**config.mk**
```make
export PLATFORM = sky130hd
export DESIGN_NAME = wsr_ready_gen
export DESIGN_NICKNAME = d
export VERILOG_FILES = /design/src/rtl/wsr_pkg.sv /design/src/rtl/wsr_port_decode.sv /design/src/rtl/wsr_wait_counter.sv /design/src/rtl/wsr_ready_gen.sv
export SDC_FILE = /design/constraint.sdc
export NUM_CORES = 1
export LEC_CHECK = 0
export ABC_AREA = 1
export BUFFER_PORTS_ARGS = -buffer_cell sky130_fd_sc_hd__buf_2
export CAP_MARGIN = 20
export CELL_PAD_IN_SITES_DETAIL_PLACEMENT = 1
export CELL_PAD_IN_SITES_GLOBAL_PLACEMENT = 2
export CORE_MARGIN = 2
export CORE_UTILIZATION = 29
export CTS_CLUSTER_DIAMETER = 120
export DETAILED_ROUTE_END_ITERATION = 8
export PLACE_DENSITY = 0.92
export SYNTH_ARGS = -nofsm -noshare
export SYNTH_HDL_FRONTEND = slang
export SYNTH_HIERARCHICAL = 1
export SYNTH_SLANG_ARGS = --single-unit
export TNS_END_PERCENT = 5
```
**constraint.sdc**
```tcl
create_clock -name clk -period 5.35 [get_ports clk]
set_input_delay 1.605 -clock clk [delete_from_list [all_inputs] [get_ports clk]]
set_output_delay 1.605 -clock clk [all_outputs]
set_load 0.03 [all_outputs]
```
**src/rtl/wsr_pkg.sv**
```systemverilog
`timescale 1ns/1ps
package wsr_pkg;
    typedef enum logic [1:0] {
        ST_IDLE = 2'd0,
        ST_HOLD = 2'd1,
        ST_DONE = 2'd2
    } wsr_state_e;

    localparam int unsigned DEC_W = 10;
    localparam int unsigned BASE_LEAD = 3;
endpackage

```
**src/rtl/wsr_port_decode.sv**
```systemverilog
`timescale 1ns/1ps
module wsr_port_decode #(
    parameter int unsigned ADDR_W     = 20,
    parameter int unsigned DEC_W      = 10,
    parameter logic [9:0]  BASE_ADDR  = 10'h3F0,
    parameter int unsigned PORT_COUNT = 8
) (
    input  logic              ale,
    input  logic [ADDR_W-1:0] addr,
    output logic              hit
);
    localparam logic [DEC_W:0] LO = {1'b0, BASE_ADDR};
    localparam logic [DEC_W:0] HI = LO + (DEC_W+1)'(PORT_COUNT - 1);

    logic [DEC_W:0] port;

    always_comb begin
        port = {1'b0, addr[DEC_W-1:0]};
        hit  = ale && (port >= LO) && (port <= HI);
    end
endmodule

```
**src/rtl/wsr_wait_counter.sv**
```systemverilog
`timescale 1ns/1ps
module wsr_wait_counter #(
    parameter int unsigned WAIT_W = 4,
    parameter int unsigned CNT_W  = WAIT_W + 2
) (
    input  logic              clk,
    input  logic              rst_n,
    input  logic              load,
    input  logic              advance,
    input  logic [WAIT_W-1:0] wait_sel,
    output logic [CNT_W-1:0]  cnt,
    output logic [CNT_W-1:0]  tgt,
    output logic              reached
);
    localparam logic [CNT_W-1:0] LEAD = CNT_W'(wsr_pkg::BASE_LEAD);

    always_ff @(posedge clk or negedge rst_n) begin
        if (!rst_n) begin
            cnt <= '0;
            tgt <= LEAD;
        end else if (load) begin
            cnt <= CNT_W'(1);
            tgt <= LEAD + CNT_W'(wait_sel);
        end else if (advance) begin
            cnt <= cnt + CNT_W'(1);
        end
    end

    assign reached = (cnt >= tgt);
endmodule

```
**src/rtl/wsr_ready_gen.sv**
```systemverilog
`timescale 1ns/1ps
module wsr_ready_gen #(
    parameter int unsigned ADDR_W     = 20,
    parameter int unsigned WAIT_W     = 4,
    parameter logic [9:0]  BASE_ADDR  = 10'h3F0,
    parameter int unsigned PORT_COUNT = 8
) (
    input  logic              clk,
    input  logic              rst_n,
    input  logic              ale,
    input  logic [ADDR_W-1:0] addr,
    input  logic              ior_n,
    input  logic              iow_n,
    input  logic [WAIT_W-1:0] wait_sel,
    output logic              cs,
    output logic              rdy_pull_low
);
    import wsr_pkg::*;

    localparam int unsigned CNT_W = WAIT_W + 2;

    wsr_state_e       state, state_nx;
    logic             hit, strobe, start, reached;
    logic [CNT_W-1:0] cnt, tgt;

    wsr_port_decode #(
        .ADDR_W(ADDR_W), .DEC_W(DEC_W),
        .BASE_ADDR(BASE_ADDR), .PORT_COUNT(PORT_COUNT)
    ) u_dec (
        .ale(ale), .addr(addr), .hit(hit)
    );

    assign strobe = !ior_n || !iow_n;
    assign start  = (state == ST_IDLE) && hit;

    wsr_wait_counter #(.WAIT_W(WAIT_W), .CNT_W(CNT_W)) u_cnt (
        .clk(clk), .rst_n(rst_n),
        .load(start), .advance(state == ST_HOLD),
        .wait_sel(wait_sel),
        .cnt(cnt), .tgt(tgt), .reached(reached)
    );

    always_ff @(posedge clk or negedge rst_n) begin
        if (!rst_n) state <= ST_IDLE;
        else        state <= state_nx;
    end

    always_comb begin
        state_nx = state;
        unique case (state)
            ST_IDLE: if (hit)          state_nx = ST_HOLD;
            ST_HOLD: if (!strobe)      state_nx = ST_IDLE;
                     else if (reached) state_nx = ST_DONE;
            ST_DONE: if (!strobe)      state_nx = ST_IDLE;
            default:                   state_nx = ST_IDLE;
        endcase
    end

    always_comb begin
        cs           = 1'b0;
        rdy_pull_low = 1'b0;
        unique case (state)
            ST_IDLE: begin
                cs           = start;
                rdy_pull_low = start;
            end
            ST_HOLD: begin
                cs           = 1'b1;
                rdy_pull_low = strobe && !reached;
            end
            ST_DONE: cs = 1'b1;
            default: ;
        endcase
    end
endmodule

```
==> results of run 1 <==
worst max-delay path by stage:
stage	slack, ns	endpoint	startpoint
5_1_grt	0.83	cs	addr[3]
3_5_place_dp	0.97	cs	addr[4]
6_report	1.02	cs	addr[3]
3_3_place_gp	1.01	cs	addr[3]
2_1_floorplan	1.32	cs	addr[6]
4_1_cts	0.96	cs	addr[4]
layer usage:
layer  vias up  GRT usage, %  wire length, um
met1       387         14.14              850
met4         0         3.727               12
met2         8         25.38             1091
li1        430             -                -
met5         -             0                0
met3         2         1.891               49
state kept, by name, indices dropped and copies added (netlist names):
| name | cells |
|---|---|
| u_cnt/cnt | 6 |
| state | 2 |
| u_cnt/tgt | 5 |
through the flow:
stage | worst slack (ns) | hold slack, ns
detailed placement | 0.9695 | 0.4870
floorplan | 1.316 | 0.4650
global placement | 1.010 | 0.4792
finish | 1.019 | 0.5017
global route | 0.8300 | 0.5387
CTS | 0.9619 | 0.5065
power by group:
| group | switching (uW) | internal, uW |
|---|---|---|
| clock network | 30.9 | 28.8 |
| registers | 33.9 | 135 |
| logic | 176 | 106 |
| total | 241 | 270 |
final cells by class:
type	count	area [um2]	area share, %
multi-input cells	85	506.7	46.02
flip-flops and latches	13	327.8	29.77
inverters	26	100.1	9.091
repair buffers	17	85.08	7.727
well taps	44	55.05	5.000
clock buffers	4	26.28	2.386
critical path, stage by stage:
cell and delay, ns:
buf_2 0.10, nor2_2 0.09, nand2_1 0.05, nor2_1 0.12, nand2_1 0.09, inv_1 0.29
nor2_1 0.08, nor2_1 0.09, buf_2 0.20
==> metrics.md, run 1 <==
| Metric | Value |
|---|---|
| Status | finished clean |
| DP Area | between 1000 and 1500 um2 |
| Slew HR | 75.52% |
| WL final | ~2000 um |
| Clk_lat worst skew | 0.27 ns |
| DRC Markers | 0 |
| Mapped Area | 945.9 um2 |
| CTS tree | yes |
| Clk slew on worst S/H paths | 0.08 ns |
| GRT Resource Usage Total | between 10% and 20% |
| Syn Nets | 166 |
| Number of buffers inserted by hold repair at cts | 0 |
| Startpoint type of the worst setup path | input port |
| Grt total ovfl | 0 |
| Pleak | 0.0006071 uW |
| Setup_tns | 0 ns |
| Ant. Diodes | 0 |
| Die area | 3734 um2 |
| Synthesized area per cell | 7.567 um2 |
| Fin. max-slew vios | 0 |
| Max frequency | 0.2309 GHz |
| Cell row count | 20 |
| Placed cell count | between 150 and 200 |
| Layout cells sized above 1 | about 23% |
| Layout Cells excl Fill | 189 |
| Area Growth Syn to Fin | 16.40% |
| First-pass GRT wire length | approximately 3600 um |
| Fin. Hold Viols | 0 |
| Worst Path Required | 3.74 ns |
| Mapped Cells | 125 |
| Min Tclk post-route | 4.331 ns |
| Hold Path Class | reg -> reg |
| Worst R2R Path Depth | 9 |
| Largest net degree at the start of global routing | 14 |
| First drt pass iteration count | 3 |
| Antenna violations before repair | 0 |
| Clock buffer count from CTS | 3 |
| Hold path depth | 2 |
| Postcts setup bufs | 0 |
| Worst R2R Start | state[1] |
| H-tree Lvls | 1 |
| Min-Delay Startpoint | u_cnt/tgt[1] |
| Post-CTS Resized | 0 |
| Worst EP arrival | between 2 and 3 ns |
| Setup CP Type | in -> out |
| CTS sink cnt | 13 |
| Via count | 827 |
| CTS root buffer | clkbuf_4 |
| Filler cells | 401 |
| IO buf count | 17 |
| Core ar. | 3078 um2 |
| Crit Path Max Fanout | 10 |
| Worst Hold Endpoint | u_cnt/tgt[1] |
| Longest Clk Path Bufs | 2 |
| Num ports | 31 |
| Peak VDD IR | 132.4 uV |
| Fin util | 35.77% |
| CP Capture Type | primary output |
| FF-to-FF End | u_cnt/cnt[4] |
| P per Cell Area | 464.0 nW/um2 |
| Final Cycle Share | 80.95% |
| Layout Skew | 0.004380 ns |
| Die Y | 61.11 um |
| HPWL after detailed placement | 1722 um |
| WL per Instance | 10.60 um |
| Tightest Pin Transition | 0.3668 ns |
| Unrepaired setup endpoints after global routing | false |
| Commonest cells after routing, fill and taps aside | 27 x nand2_1, 25 x inv_1, 17 x buf_2, 12 x ha_1 |
| Die X | 61.11 um |
| Vias per cell | about 4.4 |
| Routed Antenna Nets | 0 |
| Max Cap Viol | 0 |
| Placer Congestion | 0.7519 |
| Total Power | around 510 uW |
| Final count of negative-setup-slack endpoints | 0 |
| DR iter-0 viols | 2 |
| R2R Setup Slk | about 3.7 ns |
| Final Cell Area | 1101 um2 |
| Most common cell after layout, fill and taps aside | nand2_1 |
| Vias in the first global route | 884 |
| Initial Utilization | 30.73% |
| Nets | 187 |
| Ys Warns | 6 |
Note: power is estimated with default switching activity, not from simulation.
==> run 2: changes to the inputs <==
ABC_AREA = 0   (was 1)
CORE_UTILIZATION = 28   (was 29)
PLACE_DENSITY = 0.85   (was 0.92)
clock period = 4.4 ns   (was 5.35 ns; I/O delays follow)
==> metrics.md, run 2 <==
| Metric | Value |
|---|---|
| Mapped Cells | 89 (was 125) |
| Tightest Pin Transition | 0.4595 ns (was 0.3668 ns) |
| Critical path's top delay family | simple AND/OR/NAND/NOR gates (was buffers and inverters) |
| Layout cells sized above 1 | 23.64% (was 22.76%) |
| Fin. Hold Viols | 0 (unchanged) |
| Layout Skew | 0.001684 ns (was 0.004380 ns) |
| Most common cell after layout, fill and taps aside | buf_2 (was nand2_1) |
| Fin. max-slew vios | 0 (unchanged) |
| Post-CTS Resized | 0 (unchanged) |
| Pleak | 0.0005128 uW (was 0.0006071 uW) |
| Unrepaired setup endpoints after global routing | false (unchanged) |
| H-tree Lvls | 1 (unchanged) |
| Hold Path Class | reg -> reg (unchanged) |
| Core ar. | 3003 um2 (was 3078 um2) |
| Max stage delay cell, worst path | buf_4 (was inv_1) |
| Nets | 152 (was 187) |
| Critical path, cell by cell | buf_2, nand4b_1, nor2_1, and2_1, buf_4, a21o_1, buf_2 (was buf_2, nor2_2, nand2_1, nor2_1, nand2_1, inv_1, nor2_1, nor2_1, buf_2) |
| Final count of negative-setup-slack endpoints | 0 (unchanged) |
| Worst EP arrival | 2.44 ns (was 2.73 ns) |
| Vias in the first global route | 723 (was 884) |
| Mapped Area | 872.1 um2 (was 945.9 um2) |
| First drt pass iteration count | 2 (was 3) |
| Die Y | 59.81 um (was 61.11 um) |
| Worst Path Required | 3.08 ns (was 3.74 ns) |
| Cell row count | 20 (unchanged) |
| Total Power | 578.8 uW (was 510.9 uW) |
| Pre-CTS setup slack | 0.6115 ns (was 0.9695 ns) |
| Ant. Diodes | 0 (unchanged) |
| Final Cell Area | 1028 um2 (was 1101 um2) |
| DP Area | 1002 um2 (was 1075 um2) |
| Number of buffers inserted by hold repair at cts | 0 (unchanged) |
| Ys Warns | 6 (unchanged) |
| Vias per cell | 4.909 (was 4.376) |
| Final Cycle Share | 85.40% |
| Die area | 3577 um2 (was 3734 um2) |
| Syn Nets | 130 (was 166) |
| CTS root buffer | clkbuf_4 (unchanged) |
| GRT Resource Usage Total | 11.87% (was 12.93%) |
| CTS sink cnt | 13 (unchanged) |
| Startpoint type of the worst setup path | input port (unchanged) |
| DR iter-0 viols | 26 (was 2) |
| Longest Clk Path Bufs | 2 (unchanged) |
| Max Cap Viol | 0 (unchanged) |
| Largest regs | u_cnt/cnt (6), u_cnt/tgt (5), state (2) (unchanged) |
| Commonest cells after routing, fill and taps aside | 17 x buf_2, 12 x ha_1, 11 x dfrtp_1, 9 x inv_1, 8 x nor2_1 (was 27 x nand2_1, 25 x inv_1, 17 x buf_2, 12 x ha_1) |
| Placer Congestion | 0.7208 (was 0.7519) |
| Via count | 702 (was 827) |
| P per Cell Area | 562.8 nW/um2 (was 464.0 nW/um2) |
| First-pass GRT wire length | 3139 um (was 3643 um) |
| Synthesized area per cell | 9.799 um2 (was 7.567 um2) |
| Clk slew on worst S/H paths | 0.08 ns (about the same) |
| IO buf count | 17 (unchanged) |
| Crit Path Max Fanout | 15 (was 10) |
| Status | finished clean (unchanged) |
| Initial Utilization | 29.04% (was 30.73%) |
| Die X | 59.81 um (was 61.11 um) |
| CTS tree | yes (unchanged) |
| Clock buffer count from CTS | 3 (unchanged) |
| Antenna violations before repair | 0 (unchanged) |
| Setup_tns | 0 ns (unchanged) |
| Largest register FFs | 6 (unchanged) |
| Largest net degree at the start of global routing | 16 (was 14) |
| Max frequency | between 0.2 and 0.3 GHz |
| Setup CP Type | in -> out (unchanged) |
| Grt total ovfl | 0 (unchanged) |
| Postcts setup bufs | 0 (unchanged) |
| WL final | 1827 um (was 2004 um) |
| R2R Setup Slk | 2.32 ns (was 3.71 ns) |
| Clk_lat worst skew | 0.28 ns (was 0.27 ns) |
| Worst path most repeated cell | buf_2 (was nor2_1) |
| CP Capture Type | primary output (unchanged) |
| Largest reg by FF count | u_cnt/cnt (unchanged) |
| WL per Instance | 12.78 um (was 10.60 um) |
| Post-route setup slack | 0.6424 ns (was 1.019 ns) |
| Num ports | 31 (unchanged) |
| Final hold slack | 0.5093 ns (was 0.5017 ns) |
| Min Tclk post-route | 3.758 ns |
| Area Growth Syn to Fin | 17.93% (was 16.40%) |
| Routed Antenna Nets | 0 (unchanged) |
| Slew HR | 69.04% (was 75.52%) |
| Peak VDD IR | 282.7 uV (was 132.4 uV) |
| HPWL after detailed placement | 1479 um (was 1722 um) |
| DRC Markers | 0 (unchanged) |
| CP max stage delay | 0.22 ns (was 0.29 ns) |
| Critical path buffers and inverters | 3 (unchanged) |
-- run 2: through the flow --
stage	util (%)	instances
global route	34.25	143
global placement	33.38	139
detailed placement	33.38	139
finish	34.25	143
CTS	34.25	143
floorplan	-	89
-- run 2: worst register-to-register path, stage by stage (launching register included) --
cell,delay (ns)
dfrtp_1,0.44
inv_1,0.07
ha_1,0.27
nand2b_1,0.09
a21oi_1,0.06
o21ai_0,0.40
nor2b_4,0.08
or4b_1,0.51
nand3_1,0.11
-- run 2: path summary, 6_finish.rpt --
path | from | end | cells after the start
max | addr[3] | rdy_pull_low | 7
min | u_cnt/tgt[1] | u_cnt/tgt[1] | 2
max reg2reg | u_cnt/cnt[0] | state[0] | 8
min reg2reg | u_cnt/tgt[1] | u_cnt/tgt[1] | 2
max in group asynchronous | rst_n | u_cnt/tgt[1] | 1
min in group asynchronous | rst_n | u_cnt/cnt[0] | 1
-- run 2: layer usage --
metal | wire [um] | global-route usage, % | up-vias
met1 | 824 | 14.00 | 332
met3 | 95 | 3.896 | 2
met4 | 14 | 3.810 | 0
met5 | 0 | 0 | -
met2 | 893 | 20.19 | 19
li1 | - | - | 349
-- run 2: report_power, final --
group	total (uW)	leakage [uW]	internal, uW	switching [uW]
clock	74.8	0.0000150	35.2	39.6
sequential	216	0.000147	166	50.5
combinational	288	0.000351	130	158
-- run 2: final cells by class --
type / count / area, um2
fillers: 371 / 1974
multi-input cells: 66 / 506.7
flip-flops and latches: 13 / 327.8
repair buffers: 18 / 92.59
well taps: 33 / 41.29
inverters: 9 / 33.78
clock buffers: 4 / 26.28
==> run 3: changes to the inputs <==
BUFFER_PORTS_ARGS = -buffer_cell sky130_fd_sc_hd__buf_4   (was -buffer_cell sky130_fd_sc_hd__buf_2)
==> metrics.md, run 3 (same netlist as run 2, synthesis figures left out) <==
| Metric | Value |
|---|---|
| Layout Cells excl Fill | 143 (unchanged) |
| Fin. max-slew vios | 0 (unchanged) |
| CTS tree | yes (unchanged) |
| Layout cells sized above 1 | 24.55% (was 23.64%) |
| Most common cell after layout, fill and taps aside | buf_4 (was buf_2) |
| Largest register FFs | 6 (unchanged) |
| CTS root buffer | clkbuf_4 (unchanged) |
| First drt pass iteration count | 2 (unchanged) |
| Placed cell count | 139 (unchanged) |
| Peak VDD IR | 269.7 uV (was 282.7 uV) |
| Grt total ovfl | 0 (unchanged) |
| Max Cap Viol | 0 (unchanged) |
| Slew HR | 68.32% (was 69.04%) |
| Via count | 714 (was 702) |
| Die area | 3577 um2 (unchanged) |
| DRC Markers | 0 (unchanged) |
| Pleak | 0.0005293 uW (was 0.0005128 uW) |
| Worst Path Required | 3.08 ns (about the same) |
| Min Tclk post-route | 3.580 ns (was 3.758 ns) |
| Vias per cell | 4.993 (was 4.909) |
| Hold Path Class | reg -> reg (unchanged) |
| Die Y | 59.81 um (unchanged) |
| Tightest Pin Transition | 0.4703 ns (was 0.4595 ns) |
| Status | finished clean (unchanged) |
| CTS sink cnt | 13 (unchanged) |
| P per Cell Area | 545.9 nW/um2 (was 562.8 nW/um2) |
| Max frequency | 0.2793 GHz (was 0.2661 GHz) |
| Largest reg by FF count | u_cnt/cnt (unchanged) |
| Unrepaired setup endpoints after global routing | false (unchanged) |
| Vias in the first global route | 692 (was 723) |
| HPWL after detailed placement | 1492 um (was 1479 um) |
| Antenna violations before repair | 0 (unchanged) |
| Layout Skew | 0.01067 ns (was 0.001684 ns) |
| Final count of negative-setup-slack endpoints | 0 (unchanged) |
| WL final | 1811 um (was 1827 um) |
| Area Growth Syn to Fin | 22.96% (was 17.93%) |
| Nets | 152 (unchanged) |
| Number of buffers inserted by hold repair at cts | 0 (unchanged) |
| Initial Utilization | 29.04% (unchanged) |
| Fin. Hold Viols | 0 (unchanged) |
| Largest regs | u_cnt/cnt (6), u_cnt/tgt (5), state (2) (unchanged) |
| Placer Congestion | 0.7004 (was 0.7208) |
| Setup CP Type | in -> out (unchanged) |
| Clk_lat worst skew | 0.28 ns (about the same) |
| Clk slew on worst S/H paths | 0.09 ns (was 0.08 ns) |
| Commonest cells after routing, fill and taps aside | 18 x buf_4, 12 x ha_1, 11 x dfrtp_1, 9 x inv_1, 8 x nor2_1 (was 17 x buf_2, 12 x ha_1, 11 x dfrtp_1, 9 x inv_1, 8 x nor2_1) |
| Core ar. | 3003 um2 (unchanged) |
| Die X | 59.81 um (unchanged) |
| DR iter-0 viols | 9 (was 26) |
| IO buf count | 17 (unchanged) |
| Ant. Diodes | 0 (unchanged) |
| Cell row count | 20 (unchanged) |
| Startpoint type of the worst setup path | input port (unchanged) |
| Postcts setup bufs | 0 (unchanged) |
| Final Cycle Share | 81.37% (was 85.40%) |
| Routed Antenna Nets | 0 (unchanged) |
| GRT Resource Usage Total | 11.11% (was 11.87%) |
| First-pass GRT wire length | 2884 um (was 3139 um) |
| CP Capture Type | primary output (unchanged) |
| Longest Clk Path Bufs | 2 (unchanged) |
| Setup_tns | 0 ns (unchanged) |
| Crit Path Max Fanout | 4 (was 15) |
| H-tree Lvls | 1 (unchanged) |
| Num ports | 31 (unchanged) |
| Post-CTS Resized | 0 (unchanged) |
| Largest net degree at the start of global routing | 15 (was 16) |
| Clock buffer count from CTS | 3 (unchanged) |
| Worst EP arrival | 2.26 ns (was 2.44 ns) |
| WL per Instance | 12.66 um (was 12.78 um) |
run 3: per-layer routing:
metal / vias up / GRT usage [%] / wire (um)
li1: 350 / - / -
met3: 6 / 4.113 / 102
met4: 0 / 6.349 / 44
met1: 337 / 11.49 / 714
met2: 21 / 19.10 / 948
met5: - / 0 / 0
run 3: area by class of cell:
cell class	instances	area (um2)
clock inverter	1	5.005
sequential	13	327.8
tap	33	41.29
fill	378	1931
multi-input combinational	66	506.7
clock buffer	3	22.52
inverter	9	33.78
timing repair buffer	18	135.1
run 3: final timing paths:
check / from / endpoint / slack (ns) / depth (start not counted)
worst max-delay path: addr[3] / cs / 0.82 / 7
worst min-delay path: u_cnt/tgt[1] / u_cnt/tgt[1] / 0.50 / 2
worst max register to register: u_cnt/cnt[0] / state[0] / 2.33 / 8
worst min register to register: u_cnt/tgt[1] / u_cnt/tgt[1] / 0.50 / 2
max in group asynchronous: rst_n / u_cnt/tgt[1] / 3.31 / 1
min in group asynchronous: rst_n / u_cnt/cnt[2] / 0.86 / 1
run 3: critical path, stage by stage:
cell,delay [ns]
buf_4,0.10
nand4b_1,0.15
nor2_1,0.17
and2_1,0.21
nor2_1,0.05
nor2_1,0.09
buf_4,0.16
run 3: stage by stage:
step                worst slack [ns]  hold WS [ns]  util (%)  area, um2  total power (uW)
floorplan                     0.7562        0.4597         -      872.1             426.8
global placement              0.8035        0.4871     34.79       1045             497.5
detailed placement            0.7953        0.5010     34.79       1045             515.0
CTS                           0.7894        0.5153     35.71       1072             596.2
global route                  0.7031        0.5329     35.71       1072             638.7
finish                        0.8198        0.5014     35.71       1072             585.3
run 3: report_power, final:
part,switching [uW],internal [uW],total (uW),leakage [uW]
Clock,40.7,33.8,74.5,0.0000177
Combinational,157,139,296,0.000365
Sequential,49.0,166,215,0.000147
